### config.mk
export PLATFORM = sky130hd
export DESIGN_NAME = impreg_access_gate
export DESIGN_NICKNAME = d
export VERILOG_FILES = /design/src/rtl/impreg_pkg.sv /design/src/rtl/impreg_ctrl.sv /design/src/rtl/impreg_bank.sv /design/src/rtl/impreg_access_gate.sv
export SDC_FILE = /design/constraint.sdc
export NUM_CORES = 2
export LEC_CHECK = 0
export BUFFER_PORTS_ARGS = -buffer_cell sky130_fd_sc_hd__buf_2
export CAP_MARGIN = 20
export CORE_UTILIZATION = 40
export DETAILED_ROUTE_END_ITERATION = 6
export PLACE_DENSITY = 0.56
export SYNTH_ARGS = -nofsm -noshare
export SYNTH_HDL_FRONTEND = slang
export SYNTH_SLANG_ARGS = --single-unit
### constraint.sdc
create_clock -name clk -period 3.4 [get_ports clk]
set_clock_uncertainty 0.15 [all_clocks]
set_input_delay 0.34 -clock clk [delete_from_list [all_inputs] [get_ports clk]]
set_output_delay 0.34 -clock clk [all_outputs]
set_load 0.02 [all_outputs]
### src/rtl/impreg_pkg.sv
package impreg_pkg;

  typedef enum logic [1:0] {
    RES_ALLOW = 2'b00,
    RES_TRAP  = 2'b01,
    RES_UNDEF = 2'b10
  } result_e;

  localparam logic [5:0] EC_NARROW = 6'h18;
  localparam logic [5:0] EC_WIDE   = 6'h14;

  // control inputs gathered into one bundle
  typedef struct packed {
    logic hostMode;
    logic lvl2Enabled;
    logic lvl3Present;
    logic guestRoute;
    logic trapCtlL1;
    logic trapCtlL2;
    logic trapCtlHyp;
    logic ext1On;
    logic wide1En;
    logic ext2On;
    logic wide2En;
    logic extHOn;
    logic wideHEn;
    logic wide3En;
    logic undefPrio;
    logic undefSel;
  } ctl_t;

  // strobes from control to the register bank
  typedef struct packed {
    logic rdLo;
    logic rdHi;
    logic wrLo;
    logic wrHi;
  } bankStb_t;

endpackage

### src/rtl/impreg_ctrl.sv
module impreg_ctrl
  import impreg_pkg::*;
(
  input  logic       clk,
  input  logic       rst_n,
  input  logic       reqValid,
  input  logic       inSpace,
  input  logic [1:0] accKind,
  input  logic [1:0] curLevel,
  input  ctl_t       ctl,
  output bankStb_t   stb,
  output logic       respValid,
  output logic [1:0] result,
  output logic [1:0] trapLevel,
  output logic [5:0] excClass
);

  logic    wide, isWrite, earlyUndef, lateFail, hypWideOff, go, okGo;
  logic [1:0] l0Route, dLvl;
  result_e dRes;

  assign wide       = accKind[1];
  assign isWrite    = accKind[0];
  assign earlyUndef = wide && ctl.lvl3Present && ctl.undefPrio && !ctl.wide3En;
  assign lateFail   = wide && ctl.lvl3Present && !ctl.wide3En;
  assign hypWideOff = ctl.lvl2Enabled && !(ctl.extHOn && ctl.wideHEn);
  assign l0Route    = (ctl.lvl2Enabled && ctl.guestRoute) ? 2'd2 : 2'd1;

  // priority chain, first match wins
  always_comb begin
    dRes = RES_ALLOW;
    dLvl = 2'd0;
    unique case (curLevel)
      2'd0: begin
        if (earlyUndef) dRes = RES_UNDEF;
        else if (!ctl.hostMode && ctl.trapCtlL1) begin dRes = RES_TRAP; dLvl = l0Route; end
        else if (ctl.hostMode && ctl.trapCtlL2) begin dRes = RES_TRAP; dLvl = 2'd2; end
        else if (wide && !ctl.hostMode && !(ctl.ext1On && ctl.wide1En)) begin
          dRes = RES_TRAP; dLvl = l0Route;
        end
        else if (wide && ctl.hostMode && !(ctl.ext2On && ctl.wide2En)) begin
          dRes = RES_TRAP; dLvl = 2'd2;
        end
        else if (wide && !ctl.hostMode && hypWideOff) begin dRes = RES_TRAP; dLvl = 2'd2; end
        else if (lateFail) begin
          if (ctl.undefSel) dRes = RES_UNDEF;
          else begin dRes = RES_TRAP; dLvl = 2'd3; end
        end
      end
      2'd1: begin
        if (earlyUndef) dRes = RES_UNDEF;
        else if (ctl.lvl2Enabled && ctl.trapCtlHyp) begin dRes = RES_TRAP; dLvl = 2'd2; end
        else if (wide && hypWideOff) begin dRes = RES_TRAP; dLvl = 2'd2; end
        else if (lateFail) begin
          if (ctl.undefSel) dRes = RES_UNDEF;
          else begin dRes = RES_TRAP; dLvl = 2'd3; end
        end
      end
      2'd2: begin
        if (earlyUndef) dRes = RES_UNDEF;
        else if (lateFail) begin
          if (ctl.undefSel) dRes = RES_UNDEF;
          else begin dRes = RES_TRAP; dLvl = 2'd3; end
        end
      end
      default: dRes = RES_ALLOW;
    endcase
  end

  assign go   = reqValid && inSpace;
  assign okGo = go && (dRes == RES_ALLOW);

  always_comb begin
    stb.rdLo = okGo && !isWrite;
    stb.rdHi = okGo && !isWrite && wide;
    stb.wrLo = okGo && isWrite;
    stb.wrHi = okGo && isWrite && wide;
  end

  always_ff @(posedge clk or negedge rst_n) begin
    if (!rst_n) begin
      respValid <= 1'b0;
      result    <= RES_ALLOW;
      trapLevel <= 2'd0;
      excClass  <= 6'd0;
    end else begin
      respValid <= go;
      result    <= go ? dRes : RES_ALLOW;
      trapLevel <= (go && dRes == RES_TRAP) ? dLvl : 2'd0;
      excClass  <= (go && dRes == RES_TRAP) ? (wide ? EC_WIDE : EC_NARROW) : 6'd0;
    end
  end

endmodule

### src/rtl/impreg_bank.sv
module impreg_bank
  import impreg_pkg::*;
#(
  parameter int DEPTH  = 8,
  parameter int HALF_W = 64,
  parameter int IDX_W  = $clog2(DEPTH)
) (
  input  logic              clk,
  input  logic              rst_n,
  input  bankStb_t          stb,
  input  logic [IDX_W-1:0]  idx,
  input  logic [HALF_W-1:0] wLo,
  input  logic [HALF_W-1:0] wHi,
  output logic [HALF_W-1:0] rLo,
  output logic [HALF_W-1:0] rHi
);

  logic [HALF_W-1:0] loView [DEPTH];
  logic [HALF_W-1:0] hiView [DEPTH];

  for (genvar g = 0; g < DEPTH; g++) begin : gEntry
    logic [HALF_W-1:0] loQ, hiQ;
    logic              hit;
    assign hit = (idx == IDX_W'(g));
    always_ff @(posedge clk or negedge rst_n) begin
      if (!rst_n) begin
        loQ <= '0;
        hiQ <= '0;
      end else begin
        if (stb.wrLo && hit) loQ <= wLo;
        if (stb.wrHi && hit) hiQ <= wHi;
      end
    end
    assign loView[g] = loQ;
    assign hiView[g] = hiQ;
  end

  always_ff @(posedge clk or negedge rst_n) begin
    if (!rst_n) begin
      rLo <= '0;
      rHi <= '0;
    end else begin
      rLo <= stb.rdLo ? loView[idx] : '0;
      rHi <= stb.rdHi ? hiView[idx] : '0;
    end
  end

endmodule

### src/rtl/impreg_access_gate.sv
module impreg_access_gate
  import impreg_pkg::*;
#(
  parameter int DEPTH  = 8,
  parameter int HALF_W = 64
) (
  input  logic              clk,
  input  logic              rst_n,
  input  logic              reqValid,
  input  logic [1:0]        accKind,
  input  logic [1:0]        curLevel,
  input  logic [1:0]        op0,
  input  logic [2:0]        op1,
  input  logic [3:0]        crn,
  input  logic [3:0]        crm,
  input  logic [2:0]        op2,
  input  logic [HALF_W-1:0] wDataLo,
  input  logic [HALF_W-1:0] wDataHi,
  input  logic              hostMode,
  input  logic              lvl2Enabled,
  input  logic              lvl3Present,
  input  logic              guestRoute,
  input  logic              trapCtlL1,
  input  logic              trapCtlL2,
  input  logic              trapCtlHyp,
  input  logic              ext1On,
  input  logic              wide1En,
  input  logic              ext2On,
  input  logic              wide2En,
  input  logic              extHOn,
  input  logic              wideHEn,
  input  logic              wide3En,
  input  logic              undefPrio,
  input  logic              undefSel,
  output logic              respValid,
  output logic [1:0]        result,
  output logic [1:0]        trapLevel,
  output logic [5:0]        excClass,
  output logic [HALF_W-1:0] rDataLo,
  output logic [HALF_W-1:0] rDataHi
);

  localparam int IDX_W = $clog2(DEPTH);

  ctl_t     ctl;
  bankStb_t stb;
  logic     inSpace;
  logic     unusedSel;

  assign ctl = '{hostMode, lvl2Enabled, lvl3Present, guestRoute, trapCtlL1, trapCtlL2,
                 trapCtlHyp, ext1On, wide1En, ext2On, wide2En, extHOn, wideHEn,
                 wide3En, undefPrio, undefSel};

  // reserved space: op0 = 3, crn = 1x11
  assign inSpace   = (op0 == 2'b11) && crn[3] && (crn[1:0] == 2'b11);
  assign unusedSel = ^{op1, crm, crn[2]};

  impreg_ctrl u_ctrl (
    .clk(clk), .rst_n(rst_n), .reqValid(reqValid), .inSpace(inSpace),
    .accKind(accKind), .curLevel(curLevel), .ctl(ctl), .stb(stb),
    .respValid(respValid), .result(result), .trapLevel(trapLevel), .excClass(excClass)
  );

  impreg_bank #(.DEPTH(DEPTH), .HALF_W(HALF_W), .IDX_W(IDX_W)) u_bank (
    .clk(clk), .rst_n(rst_n), .stb(stb), .idx(op2[IDX_W-1:0]),
    .wLo(wDataLo), .wHi(wDataHi), .rLo(rDataLo), .rHi(rDataHi)
  );

endmodule

# == Word-level counts from Yosys, hierarchy flattened ==
# Cells that the tools add are included.
# word_totals
register_bits,1163
input_bits,167
out_inout_bits,139
wordCells,127
# classes
order_cmp,1
eq_ne,12
muxes,39
n_bitwise,1
reduce_logical,52
# op_table
op,n
binary-select mux 64 bit (select 3 bit),2
2-to-1 mux 64 bit,6
2-to-1 mux 2 bit,27
logical AND 1 bit,43
"equality test 3 bit, second input constant",4
case mux 2 bit (3 select lines),2
"equality test 2 bit, second input constant",3
"equality test 3 x 2 -> 1 bit, second input constant",2
logical NOT 1 bit,6
2-to-1 mux 6 bit,1
"equality test 2 x 1 -> 1 bit, second input constant",2
"greater-or-equal comparator 4 bit, second input constant",1
logical NOT 2 bit,2
2-to-1 mux 4 bit,1
NOT 3 -> 4 bit,1
"equality test 3 x 1 -> 1 bit, second input constant",1
logical NOT 3 bit,1

# == Longest topological paths before layout ==
# logic_depth
word_depth,16
ltp_mapped,10
mapped_depth_nobuf,6

# == Hierarchy ==
# From an unflattened synthesis, not the netlist that was laid out.
# hier_totals
hier_cells,2850
area_unflattened_um2,49233.5
# modules_own_cells
mod,n_inst,cells_each,area_each_um2,seq_area_each_um2
impreg_bank,1,2780,48591.6,28827.6
impreg_ctrl,1,67,629.4,200.2
impreg_access_gate,1,3,12.5,0.0

# == Worst setup path after synthesis ==
# OpenSTA, ideal clock, no wires.
# synth_timing
path_type,input -> register
startpoint,input port lvl3Present
endpoint,register u_bank.gEntry[6].hiQ[33]
setup_time_ns,0.125
arrival_time_ns,2.554
required_ns,3.125
setup_slack_ns,0.571
cell_stages,8
path_buffers,2
cell_sequence,and3b_1 -> a211oi_2 -> o21ai_1 -> and4_1 -> buf_2 -> nor4_4 -> buf_6 -> mux2_2
# synth_via
elab_chain_cells,15
elab_cells_between_ends,21
classes_between,mux: 12; reduce/logical: 9
# synth_rtl
item,line_no,text
start: declaration,impreg_access_gate.sv:21,"input logic lvl3Present,"
logical AND 1 bit (*),"impreg_ctrl.sv:24, impreg_ctrl.sv:25",
logical AND 1 bit,impreg_ctrl.sv:25,assign lateFail = wide && ctl.lvl3Present && !ctl.wide3En;
2-to-1 mux 2 bit,impreg_ctrl.sv:45,else if (lateFail) begin
2-to-1 mux 2 bit,impreg_ctrl.sv:44,else if (wide && !ctl.hostMode && hypWideOff) begin dRes = RES_TRAP; dLvl = 2'd2; end
2-to-1 mux 2 bit,impreg_ctrl.sv:41,else if (wide && ctl.hostMode && !(ctl.ext2On && ctl.wide2En)) begin
2-to-1 mux 2 bit,impreg_ctrl.sv:38,else if (wide && !ctl.hostMode && !(ctl.ext1On && ctl.wide1En)) begin
2-to-1 mux 2 bit,impreg_ctrl.sv:37,else if (ctl.hostMode && ctl.trapCtlL2) begin dRes = RES_TRAP; dLvl = 2'd2; end
2-to-1 mux 2 bit,impreg_ctrl.sv:36,else if (!ctl.hostMode && ctl.trapCtlL1) begin dRes = RES_TRAP; dLvl = l0Route; end
2-to-1 mux 2 bit,impreg_ctrl.sv:35,if (earlyUndef) dRes = RES_UNDEF;
case mux 2 bit (3 select lines) (*),impreg_ctrl.sv:33,unique case (curLevel)
logical NOT 2 bit (*),impreg_ctrl.sv:71,assign okGo = go && (dRes == RES_ALLOW);
logical AND 1 bit (*),impreg_ctrl.sv:71,
logical AND 1 bit (*) (2 in series),impreg_ctrl.sv:77,stb.wrHi = okGo && isWrite && wide;
logical AND 1 bit (*),impreg_bank.sv:31,if (stb.wrHi && hit) hiQ <= wHi;
end signal: assignment,impreg_bank.sv:31,
end: declaration,impreg_bank.sv:22,"logic [HALF_W-1:0] loQ, hiQ;"
# Mark *: on every way between the ends. The rest lies on a longest branch, timed or not.
# A chain may end at the register's enable or synchronous reset.

# == Final worst setup path ==
# layout_timing
startpoint,input port op0[0]
endpoint,register u_bank.gEntry[7].hiQ[4]
# layout_via
elab_chain_cells,8
# layout_rtl
item,line_no,text
start: declaration,impreg_access_gate.sv:12,"input logic [1:0] op0,"
equality test 2 bit,impreg_access_gate.sv:55,assign inSpace = (op0 == 2'b11) && crn[3] && (crn[1:0] == 2'b11);
logical AND 1 bit (2 in series),impreg_access_gate.sv:55,
logical AND 1 bit,impreg_ctrl.sv:70,assign go = reqValid && inSpace;
net u_ctrl.go,impreg_ctrl.sv:18,"logic wide, isWrite, earlyUndef, lateFail, hypWideOff, go, okGo;"
logical AND 1 bit,impreg_ctrl.sv:71,
logical AND 1 bit (2 in series),impreg_ctrl.sv:77,
logical AND 1 bit,impreg_bank.sv:31,
end signal: assignment,impreg_bank.sv:31,
end: declaration,impreg_bank.sv:22,
# The timed path passes the listed nets, and every way through them passes these cells.

==> metrics.md <==
| Metric | Value |
|---|---|
| Maximum clock insertion buffer count | 3 |
| Worst slew slack as a fraction of its limit | 41.4% |
| Wire length of the first global-routing pass | 196 mm |
| Final clock period utilization by the worst path | 94.5% |
| Number of I/O pins | 306 |
| Width of the chip | 355 um |
| CP Data Required Time | 3.88 ns |
| Max-cap violations | 0 |
| Data arrival at the endpoint of the critical path | 3.69 ns |
| Portion of total power attributed to sequential cells | 47.9% |
| Clock root buffer | sky130_fd_sc_hd__clkbuf_16 |
| Leakage Power | 29.6 nW |
| Die area | 126000 um^2 |
| Mean Syn Cell Area | 16.7 um^2 |
| Synthesis-stage register bit count | 1160 |
| Vias in the first global route | 32000 |
| Startpoint Class | input port |
| Int Pwr | 22.8 mW |
| # H-tree levels | 4 |
| Crit path max-delay cell type | sky130_fd_sc_hd__dlygate4sd3_1 |
| Sort of element at the end of the critical path | flip-flop |
| Top routing layer in use | met5 |
| Setup TNS | 0 ns |
| Detail Route met2 WL | 62.9 mm |
| Number of nets with antenna violations after detailed routing | 0 |
| Clock tree from TritonCTS | done |
| Number of antenna violations at the first check in global routing | 8 |
| Final Max Slew Viols | 0 |
| Fraction of power consumed by combinational cells | 5.2% |
| Via count | 28200 |
| Number of DRC violations after detailed routing | 0 |
| Layout Area Growth over Synthesis | 19.8% |
| Highest clock frequency the design can meet | 0.311 GHz |
| Effective utilization at floorplan | 40.3% |
| Fraction of post-synthesis cell area in the top cell type by area | 58.2% |
| Ys flop type | sky130_fd_sc_hd__dfrtp_1 |
| DRT Pass-1 Iters | 5 |
| Placed Cells incl. Taps | 4846 |
| Worst min path class | input port to asynchronous set/reset pin |
| Maximum number of pins on one net before global-route repair | 101 |
| Final setup fails | 0 |
| Layout cells sized above 1 | 51.0% |
| Class of the most critical setup path | input port to flip-flop |
| Number of port buffers | 294 |
| Start of the worst register-to-register path | u_bank.gEntry[7].loQ[14] |
| Number of gates resized after cts | 0 |
| Biggest cell delay along the critical path | 0.55 ns |
| Placed wire-length estimate after detailed placement | 75.6 mm |
| Dpl ws | 0.0900 ns |
| Buffer count from post-CTS setup fixing | 0 |
| Switching power as a share of total power | 22.4% |
| Die Y-Extent | 355 um |
| Num rows | 129 |
| Post-layout nets | 3654 |
| Hold slack final | 0.0628 ns |
| Synth Instances | 2996 |
| M1 WL | 54.4 mm |
| Met3 routed wirelength | 5.25 mm |
| Total routed wirelength | 126 mm |
| Total track usage | 20.4% |
| Proportion of register bits with asynchronous set or reset after synthesis | 100% |
| Number of library cell types mapped by synthesis | 44 |
| Cell chain of the critical path | dlygate4sd3_1 > buf_2 > nand2_1 > dlygate4sd3_1 > or3_1 > inv_1 > nand2_2 > nor4_4 > buf_12 > buf_12 > mux2_2 |
| Number of buffers created by CTS | 132 |
| Number of sinks handled by clock tree synthesis | 1160 |
| Count of flip-flops with a built-in enable after synthesis | 0 |
| Remaining global-route overflow | 0 |
| Synth top area cells | sky130_fd_sc_hd__dfrtp_1 (58%), sky130_fd_sc_hd__mux2_2 (22%), sky130_fd_sc_hd__mux4_2 (12%) |
| Worst ir drop on vdd | 0.000520 V |
| Cell Count, Final, Fillers Out | 5221 |
| Final count of hold timing violations | 0 |
| Power density relative to cell area | 493 nW/um^2 |
| Placeable core region | 124000 um^2 |
| Worst slew pin tran | 0.879 ns |
| Highest fanout seen on the critical path | 22 |
| Worst Slack Setup Final | 0.189 ns |
| Clock share of power | 46.9% |
| Number of design-rule violations left by the first detailed-router iteration | 1464 |
| Clock Latency Late Sink | 0.76 ns |
| Psw | 6.60 mW |
| Share of the yosys chip area belonging to registers | 58.2% |
| Clk slew on worst S/H paths | 0.05 ns |
| RSZ-0062 raised after global routing | false |
| Number of vias per cell | 5.40 |
| RD Place Congestion | 0.808 |
| Gate family responsible for the most delay along the worst path | buffers and inverters |
| Synth area leader | sky130_fd_sc_hd__dfrtp_1 |
| Outcome | finished, final reports clean |
| Routed WL per cell | 24.1 um |
| Buffer and inverter count on the worst path | 6 |
| Combined area of all synthesized cells | 49900 um^2 |
| Yosys Warn Count | 0 |
| Origin of the worst setup path | op0[0] |
| Final min period | 3.21 ns |
## registers in the layout, summed over array words and instances, names as in the netlist
name and count:
u_bank.gEntry.hiQ 512, u_bank.gEntry.loQ 512, u_bank.rHi 64, u_bank.rLo 64
u_ctrl.excClass 3, u_ctrl.respValid 1, u_ctrl.result 2, u_ctrl.trapLevel 2
## what timing repair did
action	in CTS	in global routing
endpoints found under the hold margin	1125	0
hold buffers	144	0
setup endpoints to repair	0	0
## layout make-up
| cell class | instances | area (um^2) |
|---|---|---|
| fill | 10600 | 63900 |
| multi-input combinational | 1641 | 19900 |
| tap | 1637 | 2050 |
| timing repair buffer | 548 | 4540 |
| antenna | 1 | 2.50 |
| sequential | 1160 | 29000 |
| clock inverter | 28 | 330 |
| clock buffer | 202 | 3880 |
| inverter | 4 | 15.0 |
## worst paths after layout
| kind | end | slack [ns] | cells after the start |
|---|---|---|---|
| setup reg to reg | u_bank.rLo[14] | 1.82 | 3 |
| max in group asynchronous | u_bank.rLo[63] | 1.89 | 3 |
| min in group clk | u_ctrl.excClass[4] | 0.08 | 6 |
| hold reg to reg | u_bank.gEntry[6].hiQ[35] | 0.33 | 1 |
| hold / removal | u_bank.rHi[40] | 0.06 | 2 |
| setup / recovery | u_bank.gEntry[7].hiQ[4] | 0.19 | 11 |
## metrics by stage
step | util, % | instance area (um^2) | power [mW]
floorplan | - | 49900 | 15.0
global placement | 43.8 | 54100 | 15.7
detailed placement | 43.8 | 54100 | 15.8
CTS | 48.3 | 59800 | 29.9
global route | 48.3 | 59800 | 30.6
finish | 48.3 | 59800 | 29.4
## per-layer routing
layer,GRT usage (%),vias up
met5,0,-
met4,6.34,12
met3,3.84,218
met2,34.2,561
met1,26.9,15300
li1,-,12100
## cell families (layout without fill, tap and decap cells)
kind of cell | Yosys count | count (layout) | share of synthesized area [%]
multiplexers | 1408 | 1408 | 37.2
AND/OR/NAND/NOR | 206 | 206 | 2.17
buffers and inverters | 197 | 782 | 2.07
flip-flops | 1160 | 1160 | 58.2
other | 1 | 4 | 0.00752
AO/OA/AOI/OAI | 24 | 24 | 0.324
## cell usage after synthesis, types with 2 or more instances
master	instances
sky130_fd_sc_hd__o31ai_1	2
sky130_fd_sc_hd__mux2i_1	128
sky130_fd_sc_hd__o31a_1	2
sky130_fd_sc_hd__and4_1	3
sky130_fd_sc_hd__o211ai_1	2
sky130_fd_sc_hd__buf_1	32
sky130_fd_sc_hd__or3_1	2
sky130_fd_sc_hd__nand3_1	4
sky130_fd_sc_hd__nand2_1	11
sky130_fd_sc_hd__mux2_2	956
sky130_fd_sc_hd__inv_1	4
sky130_fd_sc_hd__and3b_1	2
sky130_fd_sc_hd__and3_1	3
sky130_fd_sc_hd__dfrtp_1	1160
sky130_fd_sc_hd__nand4_1	3
sky130_fd_sc_hd__mux4_2	256
sky130_fd_sc_hd__nor2_1	136
sky130_fd_sc_hd__nand2b_1	5
sky130_fd_sc_hd__nor4_4	6
sky130_fd_sc_hd__clkbuf_1	54
sky130_fd_sc_hd__buf_2	80
sky130_fd_sc_hd__mux2_1	68
sky130_fd_sc_hd__nand4_2	8
sky130_fd_sc_hd__nor3_1	6
sky130_fd_sc_hd__nor3b_1	7
sky130_fd_sc_hd__buf_4	3
sky130_fd_sc_hd__buf_6	24
sky130_fd_sc_hd__nor2b_1	4
sky130_fd_sc_hd__o21ai_0	4
sky130_fd_sc_hd__a21oi_1	7
## cell usage in the layout, fill, tap and decap left out, types with 7 or more instances in the layout
| master | netlist | layout |
|---|---|---|
| sky130_fd_sc_hd__nor2_1 | 136 | 135 |
| sky130_fd_sc_hd__nand4_4 | 0 | 8 |
| sky130_fd_sc_hd__nor3b_1 | 7 | 7 |
| sky130_fd_sc_hd__clkinv_2 | 0 | 14 |
| sky130_fd_sc_hd__clkbuf_1 | 54 | 42 |
| sky130_fd_sc_hd__buf_4 | 3 | 49 |
| sky130_fd_sc_hd__mux4_2 | 256 | 256 |
| sky130_fd_sc_hd__clkbuf_8 | 0 | 26 |
| sky130_fd_sc_hd__buf_12 | 0 | 61 |
| sky130_fd_sc_hd__mux2_2 | 956 | 956 |
| sky130_fd_sc_hd__a21oi_1 | 7 | 7 |
| sky130_fd_sc_hd__buf_2 | 80 | 290 |
| sky130_fd_sc_hd__dfrtp_1 | 1160 | 1160 |
| sky130_fd_sc_hd__clkbuf_16 | 0 | 135 |
| sky130_fd_sc_hd__nand2_1 | 11 | 11 |
| sky130_fd_sc_hd__dlygate4sd3_1 | 0 | 144 |
| sky130_fd_sc_hd__mux2_1 | 68 | 68 |
| sky130_fd_sc_hd__mux2i_1 | 128 | 128 |
## power by group through the flow
stage	clock, mW	combinational (mW)	sequential (mW)
after floorplan	0	0.652	14.3
after global placement	0	1.36	14.3
after detailed placement	0	1.42	14.4
after CTS	14.2	1.57	14.1
after global routing	14.8	1.68	14.1
final	13.8	1.53	14.1
No activity file was read; power rests on OpenSTA's default activity.
